`src/rtl/gpio_pkg.sv`:
```
package gpio_pkg;

    localparam int NPIN    = 8;
    localparam int DM_W    = 4;
    localparam int EG_W    = 2;
    localparam int ADDR_W  = 4;
    localparam int DATA_W  = 32;
    localparam int SRC_GRP = 4;

    localparam logic [ADDR_W-1:0] A_DATA   = 4'd0;
    localparam logic [ADDR_W-1:0] A_SET    = 4'd1;
    localparam logic [ADDR_W-1:0] A_CLR    = 4'd2;
    localparam logic [ADDR_W-1:0] A_DRIVE  = 4'd3;
    localparam logic [ADDR_W-1:0] A_EDGE   = 4'd4;
    localparam logic [ADDR_W-1:0] A_MASK   = 4'd5;
    localparam logic [ADDR_W-1:0] A_STAT   = 4'd6;
    localparam logic [ADDR_W-1:0] A_SRC_LO = 4'd7;
    localparam logic [ADDR_W-1:0] A_SRC_HI = 4'd8;
    localparam logic [ADDR_W-1:0] A_INPUT  = 4'd9;
    localparam logic [ADDR_W-1:0] A_PEND   = 4'd10;

    typedef enum logic [2:0] {
        DRV_HIGHZ  = 3'd0,
        DRV_PULLUP = 3'd2,
        DRV_PULLDN = 3'd3,
        DRV_STRONG = 3'd6
    } drive_code_e;

    typedef enum logic [1:0] {
        EDG_OFF  = 2'd0,
        EDG_RISE = 2'd1,
        EDG_FALL = 2'd2,
        EDG_BOTH = 2'd3
    } edge_sel_e;

    typedef struct packed {
        logic oe;
        logic pu;
        logic pd;
        logic ie;
    } pad_ctl_t;

    function automatic pad_ctl_t decode_drive(input logic [DM_W-1:0] fld);
        pad_ctl_t c;
        c.oe = 1'b0;
        c.pu = 1'b0;
        c.pd = 1'b0;
        c.ie = fld[DM_W-1];
        case (fld[2:0])
            DRV_PULLUP: c.pu = 1'b1;
            DRV_PULLDN: c.pd = 1'b1;
            DRV_STRONG: c.oe = 1'b1;
            default:    ;
        endcase
        return c;
    endfunction

    function automatic logic edge_match(input logic [EG_W-1:0] sel,
                                        input logic prev, input logic cur);
        logic rise;
        logic fall;
        rise = cur & ~prev;
        fall = prev & ~cur;
        case (sel)
            EDG_RISE: return rise;
            EDG_FALL: return fall;
            EDG_BOTH: return rise | fall;
            default:  return 1'b0;
        endcase
    endfunction

endpackage

```
`src/rtl/gpio_in_path.sv`:
```
module gpio_in_path
    import gpio_pkg::*;
#(
    parameter int N = NPIN
) (
    input  logic              clk,
    input  logic              rst,
    input  logic [N-1:0]      pad_in,
    input  logic [N-1:0]      ie,
    input  logic [N*EG_W-1:0] edge_cfg,
    output logic [N-1:0]      in_val,
    output logic [N-1:0]      edge_hit
);

    logic [N-1:0] meta_q;
    logic [N-1:0] sync_q;
    logic [N-1:0] prev_q;

    always_ff @(posedge clk) begin
        if (rst) begin
            meta_q <= '0;
            sync_q <= '0;
            prev_q <= '0;
        end else begin
            meta_q <= pad_in;
            sync_q <= meta_q;
            prev_q <= sync_q;
        end
    end

    for (genvar n = 0; n < N; n++) begin : g_pin
        assign in_val[n]   = sync_q[n] & ie[n];
        assign edge_hit[n] = ie[n] &
                             edge_match(edge_cfg[EG_W*n +: EG_W], prev_q[n], sync_q[n]);
    end

    // a pin with its buffer off never produces an event
    a_r5_off_quiet: assert property (@(posedge clk) disable iff (rst)
        ((edge_hit & ~ie) == '0));

    // the input value is zero on every pin whose buffer is off
    a_r5_read_zero: assert property (@(posedge clk) disable iff (rst)
        ((in_val & ~ie) == '0));

endmodule

```
`src/rtl/gpio_pad_drive.sv`:
```
module gpio_pad_drive
    import gpio_pkg::*;
#(
    parameter int N = NPIN
) (
    input  logic [N*DM_W-1:0] drive_cfg,
    input  logic [N-1:0]      data_q,
    input  logic [N-1:0]      per_out,
    input  logic [N-1:0]      src_sel,
    output logic [N-1:0]      pad_out,
    output logic [N-1:0]      pad_oe,
    output logic [N-1:0]      pad_pu,
    output logic [N-1:0]      pad_pd,
    output logic [N-1:0]      ie
);

    for (genvar n = 0; n < N; n++) begin : g_pin
        pad_ctl_t ctl;
        assign ctl        = decode_drive(drive_cfg[DM_W*n +: DM_W]);
        assign pad_oe[n]  = ctl.oe;
        assign pad_pu[n]  = ctl.pu;
        assign pad_pd[n]  = ctl.pd;
        assign ie[n]      = ctl.ie;
        assign pad_out[n] = src_sel[n] ? per_out[n] : data_q[n];
    end

endmodule

```
`src/rtl/gpio_regbank.sv`:
```
module gpio_regbank
    import gpio_pkg::*;
#(
    parameter int N = NPIN
) (
    input  logic              clk,
    input  logic              rst,
    input  logic              wr_en,
    input  logic [ADDR_W-1:0] addr,
    input  logic [DATA_W-1:0] wdata,
    input  logic [N-1:0]      edge_hit,
    input  logic [N-1:0]      in_val,
    output logic [DATA_W-1:0] rdata,
    output logic [N-1:0]      data_q,
    output logic [N*DM_W-1:0] drive_q,
    output logic [N*EG_W-1:0] edge_q,
    output logic [N-1:0]      mask_q,
    output logic [N-1:0]      stat_q,
    output logic [N-1:0]      src_q
);

    localparam int HI_W = N - SRC_GRP;

    logic         clr_wr;
    logic [N-1:0] stat_d;

    assign clr_wr = wr_en && (addr == A_STAT);

    always_comb begin
        stat_d = stat_q;
        if (clr_wr) stat_d = stat_q & ~wdata[N-1:0];
        stat_d = stat_d | edge_hit;
    end

    always_ff @(posedge clk) begin
        if (rst) begin
            data_q  <= '0;
            drive_q <= '0;
            edge_q  <= '0;
            mask_q  <= '0;
            stat_q  <= '0;
            src_q   <= '0;
        end else begin
            stat_q <= stat_d;
            if (wr_en) begin
                case (addr)
                    A_DATA:   data_q  <= wdata[N-1:0];
                    A_SET:    data_q  <= data_q | wdata[N-1:0];
                    A_CLR:    data_q  <= data_q & ~wdata[N-1:0];
                    A_DRIVE:  drive_q <= wdata[N*DM_W-1:0];
                    A_EDGE:   edge_q  <= wdata[N*EG_W-1:0];
                    A_MASK:   mask_q  <= wdata[N-1:0];
                    A_SRC_LO: src_q[SRC_GRP-1:0] <= wdata[SRC_GRP-1:0];
                    A_SRC_HI: src_q[N-1:SRC_GRP] <= wdata[HI_W-1:0];
                    default:  ;
                endcase
            end
        end
    end

    always_comb begin
        rdata = '0;
        case (addr)
            A_DATA:   rdata[N-1:0]      = data_q;
            A_DRIVE:  rdata[N*DM_W-1:0] = drive_q;
            A_EDGE:   rdata[N*EG_W-1:0] = edge_q;
            A_MASK:   rdata[N-1:0]      = mask_q;
            A_STAT:   rdata[N-1:0]      = stat_q;
            A_SRC_LO: rdata[SRC_GRP-1:0] = src_q[SRC_GRP-1:0];
            A_SRC_HI: rdata[HI_W-1:0]   = src_q[N-1:SRC_GRP];
            A_INPUT:  rdata[N-1:0]      = in_val;
            A_PEND:   rdata[N-1:0]      = stat_q & mask_q;
            default:  ;
        endcase
    end

    // a set-alias write never lowers a data bit
    a_r3_set_no_drop: assert property (@(posedge clk) disable iff (rst)
        (wr_en && addr == A_SET) |=> (($past(data_q) & ~data_q) == '0));

    // a clear-alias write never raises a data bit
    a_r3_clr_no_raise: assert property (@(posedge clk) disable iff (rst)
        (wr_en && addr == A_CLR) |=> ((~$past(data_q) & data_q) == '0));

    // a captured edge always lands, even against a clear
    a_r8_edge_wins: assert property (@(posedge clk) disable iff (rst)
        (|edge_hit) |=> ((stat_q & $past(edge_hit)) == $past(edge_hit)));

    // status holds without an event or a clear write
    a_r7_sticky: assert property (@(posedge clk) disable iff (rst)
        (!(|edge_hit) && !clr_wr) |=> $stable(stat_q));

endmodule

```
`src/rtl/gpio_port_ctrl.sv`:
```
module gpio_port_ctrl
    import gpio_pkg::*;
#(
    parameter int N = NPIN
) (
    input  logic              clk,
    input  logic              rst,
    input  logic              bus_wr,
    input  logic [ADDR_W-1:0] bus_addr,
    input  logic [DATA_W-1:0] bus_wdata,
    output logic [DATA_W-1:0] bus_rdata,
    input  logic [N-1:0]      pad_in,
    output logic [N-1:0]      pad_out,
    output logic [N-1:0]      pad_oe,
    output logic [N-1:0]      pad_pu,
    output logic [N-1:0]      pad_pd,
    input  logic [N-1:0]      per_out,
    output logic [N-1:0]      per_in,
    output logic              irq
);

    logic [N-1:0]      data_q;
    logic [N*DM_W-1:0] drive_q;
    logic [N*EG_W-1:0] edge_q;
    logic [N-1:0]      mask_q;
    logic [N-1:0]      stat_q;
    logic [N-1:0]      src_q;
    logic [N-1:0]      ie;
    logic [N-1:0]      in_val;
    logic [N-1:0]      edge_hit;

    gpio_regbank #(.N(N)) u_regs (
        .clk      (clk),
        .rst      (rst),
        .wr_en    (bus_wr),
        .addr     (bus_addr),
        .wdata    (bus_wdata),
        .edge_hit (edge_hit),
        .in_val   (in_val),
        .rdata    (bus_rdata),
        .data_q   (data_q),
        .drive_q  (drive_q),
        .edge_q   (edge_q),
        .mask_q   (mask_q),
        .stat_q   (stat_q),
        .src_q    (src_q)
    );

    gpio_pad_drive #(.N(N)) u_drive (
        .drive_cfg (drive_q),
        .data_q    (data_q),
        .per_out   (per_out),
        .src_sel   (src_q),
        .pad_out   (pad_out),
        .pad_oe    (pad_oe),
        .pad_pu    (pad_pu),
        .pad_pd    (pad_pd),
        .ie        (ie)
    );

    gpio_in_path #(.N(N)) u_in (
        .clk      (clk),
        .rst      (rst),
        .pad_in   (pad_in),
        .ie       (ie),
        .edge_cfg (edge_q),
        .in_val   (in_val),
        .edge_hit (edge_hit)
    );

    assign per_in = in_val;
    assign irq    = |(stat_q & mask_q);

    // output drive and a pull are never on together
    a_r4_no_contend: assert property (@(posedge clk) disable iff (rst)
        ((pad_oe & (pad_pu | pad_pd)) == '0));

    // the interrupt line stays low while every pending bit is masked off
    a_r9_masked_quiet: assert property (@(posedge clk) disable iff (rst)
        ((stat_q & mask_q) == '0) |-> !irq);

endmodule

```
`config.mk`:
```
export PLATFORM = sky130hd
export DESIGN_NAME = gpio_port_ctrl
export DESIGN_NICKNAME = d
export VERILOG_FILES = /design/src/rtl/gpio_pkg.sv /design/src/rtl/gpio_in_path.sv /design/src/rtl/gpio_pad_drive.sv /design/src/rtl/gpio_regbank.sv /design/src/rtl/gpio_port_ctrl.sv
export SDC_FILE = /design/constraint.sdc
export NUM_CORES = 1
export LEC_CHECK = 0
export BUFFER_PORTS_ARGS = -buffer_cell sky130_fd_sc_hd__buf_4
export CORE_MARGIN = 2
export CORE_UTILIZATION = 50
export CTS_BUF_LIST = sky130_fd_sc_hd__clkbuf_8
export DETAILED_ROUTE_END_ITERATION = 10
export GPL_TIMING_DRIVEN = 0
export PLACE_DENSITY = 0.88
export SLEW_MARGIN = 20
export SYNTH_ARGS = -nofsm -noshare
export SYNTH_HDL_FRONTEND = slang
export SYNTH_SLANG_ARGS = --single-unit
```
`constraint.sdc`:
```
create_clock -name clk -period 1.25 [get_ports clk]
set_clock_uncertainty 0.1 [all_clocks]
set_input_delay 0 -clock clk [delete_from_list [all_inputs] [get_ports clk]]
set_output_delay 0 -clock clk [all_outputs]
set_load 0.005 [all_outputs]
```
* Word level (Yosys, flattened, before mapping)
Cells that the tools add are included.
** Word-level totals
- Flip-flop bits (word level) :: 104
** Operators by class
- Muxes and demuxes :: 46
- Eq/ne operators :: 58
- Bitwise operators :: 62
- Reduce and logical (&&, ||, !) cells :: 10
** Operators by type and width (count)
- 3-bit by 2-bit equality test with 1-bit output (second input constant) :: 16
- 4-bit case mux with 9 select lines :: 1
- 1-bit AND :: 32
- 2-bit equality test (second input constant) :: 16
- 1-bit 2-to-1 mux :: 32
- 4-bit case mux with 7 select lines :: 1
- 8-bit AND :: 3
- 3-bit equality test (second input constant) :: 8
- 1-bit case mux with 3 select lines :: 8
- 8-bit case mux with 3 select lines :: 1
- 2-bit by 1-bit equality test with 1-bit output (second input constant) :: 8
- 4-bit by 3-bit equality test with 1-bit output (second input constant) :: 4
- 16-bit 2-to-1 mux :: 1
- 1-bit inverter :: 16
- 8-bit OR :: 2
- 8-bit case mux with 2 select lines :: 1
- 4-bit equality test (second input constant) :: 3
- 2-bit AND reduction :: 6
- 4-bit by 2-bit equality test with 1-bit output (second input constant) :: 2
- 8-bit 2-to-1 mux :: 1
- 8-bit inverter :: 1
- 1-bit OR :: 8
- 8-bit OR reduction :: 1
- 4-bit by 1-bit equality test with 1-bit output (second input constant) :: 1
- other kinds (3) :: 3

* Longest topological paths before layout
- Depth in word-level cells :: 6
- Gate-level depth with buffers :: 6
- Depth with buffers taken out :: 6

* Hierarchy
Synthesis repeated with hierarchy kept, for this count alone.
** Unflattened totals
- Cell total of the unflattened synthesis :: 699
- Area, all modules :: 5681.7 µm²
** By module, submodules not included
- gpio_regbank :: cells an instance 524, area each 4113.9 µm², instances 1
- gpio_in_path :: cells an instance 130, area each 1151.1 µm², instances 1
- gpio_pad_drive :: cells an instance 40, area each 380.4 µm², instances 1
- gpio_port_ctrl :: cells an instance 5, area each 36.3 µm², instances 1

* Least setup slack after synthesis
OpenSTA, ideal clock, no wires.
- Path type :: input port to flip-flop
- Start :: in bus_addr[2]
- End :: reg u_regs.data_q[0]
- Path slack :: -4 ps
- Cell stages on the path :: 5
- Data required time :: 1033 ps
- Library setup time :: 117 ps
- Data arrival time :: 1036 ps
- Cell sequence :: buf_2 -> or3b_4 -> nor2_4 -> o21ai_0 -> a32o_1
** On the way
- Word-level cells in the longest chain between the ends :: 3
** Ends and longest elaborated chain
- start, declared :: line gpio_port_ctrl.sv:9 : input logic [ADDR_W-1:0] bus_addr,
- 4-bit by 1-bit equality test with 1-bit output, or another cell as far along :: line gpio_regbank.sv:46 : case (addr)
- 3-bit nonzero test (no line)
- 2-bit AND reduction (no line)
- end signal, assigned :: line gpio_regbank.sv:47 : A_DATA: data_q <= wdata[N-1:0];
- end signal, assigned :: line gpio_regbank.sv:48 : A_SET: data_q <= data_q | wdata[N-1:0];
- end signal, assigned :: line gpio_regbank.sv:49 : A_CLR: data_q <= data_q & ~wdata[N-1:0];
- end, declared :: line gpio_regbank.sv:14 : output logic [N-1:0] data_q,
Several ways; a longest one is shown, not always the timed one.
A chain may end at the register's enable or synchronous reset.

* Final worst setup path
- Start :: reg u_regs.data_q[6]
- End :: out bus_rdata[6]
** On the way
- Word-level cells in the longest chain between the ends :: 1
** Ends and longest elaborated chain
- 4-bit case mux with 7 select lines :: line gpio_regbank.sv:63 : case (addr)
- end, declared :: line gpio_port_ctrl.sv:11 : output logic [DATA_W-1:0] bus_rdata,
No other way between the ends.

==> run metrics <==
syn avg cell area=7.91 um2; switching pwr=1680 uW; Max Freq=550 MHz; wire length per cell=18.9 um; Yosys reg bits=104; DP HPWL=11700 um; post-synthesis cell type count=47; PortBufs=120; CTS tree=built; Sw Share=26.2%; power per cell area=841 mW/mm2; worst skew pair latency=0.39 ns; Die Ht=106 um; ys flop type=dfxtp_1; delay-heaviest family, CP=compound AO/OA/AOI/OAI gates; WP data required=1.15 ns; final period utilization=145%; global-route wire length before repair=27600 um; setup ws final=-0.567 ns; CTS Buffer Depth=2; maxcap violations=0; CP max stage cell=or3b_4; Area Overhead vs Synth=47.0%; Synth area leaders=dfxtp_1 40%, nand2_1 9.6%, a21oi_1 7.3%; die area=0.0112 mm2; Syn Nets=725; H-tree depth=3; Clk network pwr share=33.6%; register area share after synthesis=40.2%; Initial Util=50.8%; Synthesis Warnings=0; Post-synth EDFFs=0; Place WS=-0.594 ns; Critical Path Max Stage Delay=0.37 ns; TritonCTS Buffers=9; number of global-route vias before repair=5518; Reg power frac=53.5%; synth cell count leaders=133 x nand2_1, 104 x dfxtp_1, 76 x a21oi_1, 40 x o21ai_0, 34 x nor2_1; pin count of the biggest net entering global routing=17; Die X=106 um; total global-route track usage=31.3%; antenna violations before repair=0; CTS Sinks=104; HP Class=in -> reg; Reg clk slew, reported paths=0.10 ns; RSZ-0062 raised after global routing=yes; Leakage=0.00315 uW; Routed WL=18500 um; relative slew slack=57.5%; GR Overflow Total=0; mapped cell area=0.00518 mm2; peak supply drop=0.468 mV; Hold WS=0.0155 ns; startpoint types=register; standard-cell row count=37; Residual DRC=0; CP Capture Type=primary output; GPL Wtd Cong=0.983; DR vias=5838; cells after synthesis=654; crit-path cells=or3b_4 -> a21oi_2 -> a311oi_1 -> o221ai_2 -> buf_4; Synth async-reset ratio=0%; Final #Nets=911; top-count cell post-synth=nand2_1; Slew Viols, Final=0; clk root buf=clkbuf_8; P_int=4720 uW; share of cells above drive strength 1=37.8%; Setup violations, final=25; DRT iter0 DRCs=472; area leader, netlist=dfxtp_1; Core Region=0.0102 mm2; Hold Fails Final Rpt=0; ant diodes=0; Tightest Pin Transition=0.637 ns; Worst Path Max Fanout=2; IO Count=128; drt pass-1 iters=8; CP bufs+invs=1; status=complete, but fails checks; Post-DRT Antenna Nets=0; CP Class=reg -> out; Via density=5.96; min cycle time layout=1.82 ns; combinational share of power=12.9%; Core Util, Final=74.7%; failing checks=setup timing; crit path DAT=1.72 ns; top-area cell type share of the netlist area=40.2%
[worst register-to-register path: stages (launching register included)]
cell	delay [ns]
dfxtp_2	0.35
inv_2	0.05
ha_4	0.20
nand2b_4	0.13
a21boi_2	0.14
o21ai_1	0.07
a21oi_1	0.17
[path summary, 6_finish.rpt]
kind | start | to | slack, ns | cells past startpoint
hold reg to reg | u_in.meta_q[6]$_SDFF_PP0_ | u_in.sync_q[6]$_SDFF_PP0_ | 0.34 | 1
hold / removal | bus_addr[0] | u_regs.edge_q[7]$_SDFFE_PP0P_ | 0.02 | 4
setup / recovery | u_regs.data_q[6]$_SDFFE_PP0P_ | bus_rdata[6] | -0.57 | 5
setup reg to reg | u_in.prev_q[5]$_SDFF_PP0_ | u_regs.stat_q[5]$_SDFF_PP0_ | -0.03 | 6
[sequential cells by signal (all words and copies together), names as in the netlist]
signal,cells
u_in.meta_q,8
u_in.prev_q,8
u_in.sync_q,8
u_regs.data_q,8
u_regs.drive_q,32
u_regs.edge_q,16
u_regs.mask_q,8
u_regs.src_q,8
u_regs.stat_q,8
[cell type report]
| type | count | area (um2) |
|---|---|---|
| Inverter | 25 | 93.8 |
| Sequential cell | 104 | 2190 |
| Multi-Input combinational cell | 485 | 3240 |
| Tap cell | 136 | 170 |
| Clock buffer | 10 | 138 |
| Timing Repair Buffer | 179 | 1510 |
| Buffer | 36 | 209 |
| Fill cell | 697 | 2580 |
| Clock inverter | 5 | 57.6 |
[stage by stage]
step                      TNS (ns)  instances  cell area [um2]  total power (uW)
after floorplan                  0        654             5180              3790
after global placement      -35.66        910             6250              4060
after detailed placement    -38.99        910             6250              4070
after CTS                    -3.04        976             7310              6310
after global routing         -4.68        980             7610              6590
final                        -3.86        980             7610              6400
[repair_timing]
item,4_1_cts,5_1_grt
hold endpoints to repair,75,0
hold buffers,40,0
setup buffers,12,7
resized for setup,137,83
endpoints found under the setup margin,79,113
pin swaps,49,28
[layout by cell type, fill, tap and decap left out, drive strengths merged, types with 3 or more instances in the layout]
| cell | n |
|---|---|
| buf | 154 |
| nand2 | 133 |
| dfxtp | 104 |
| a21oi | 76 |
| o21ai | 41 |
| dlygate4sd3 | 40 |
| nor2 | 37 |
| clkbuf | 31 |
| inv | 25 |
| nor2b | 24 |
| and3 | 21 |
| nand2b | 17 |
| ha | 16 |
| and2 | 13 |
| a22o | 12 |
| mux2i | 12 |
| nor3b | 11 |
| and3b | 9 |
| mux2 | 8 |
| a21boi | 8 |
| a32o | 7 |
| a22oi | 7 |
| nand3 | 6 |
| nor3 | 4 |
| clkinv | 4 |
| a32oi | 3 |
[layer usage]
| layer | vias up | part of all wire [%] | track usage, % |
|---|---|---|---|
| met5 | - | 0 | 0 |
| met4 | 0 | 4.9 | 14.6 |
| met3 | 107 | 10 | 7.24 |
| met2 | 422 | 48 | 54.1 |
| met1 | 2703 | 37 | 36.5 |
| li1 | 2606 | - | - |
[logic make-up after synthesis]
kind of cell | share of synthesized area, %
AOI/OAI and AO/OA | 19.6
adders and majority gates | 3.87
and+or+nand+nor | 27.1
buffers and inverters | 5.22
muxes | 4.06
DFF | 40.2
[power groups by stage]
stage                     Sequential [uW]  Combinational (uW)  Clock [uW]
after global placement               3500                 560           0
after detailed placement             3500                 571           0
after CTS                            3430                 740        2140
after floorplan                      3480                 304           0
after global routing                 3430                 872        2290
final                                3420                 826        2150
(Power assumes the default switching activity.)
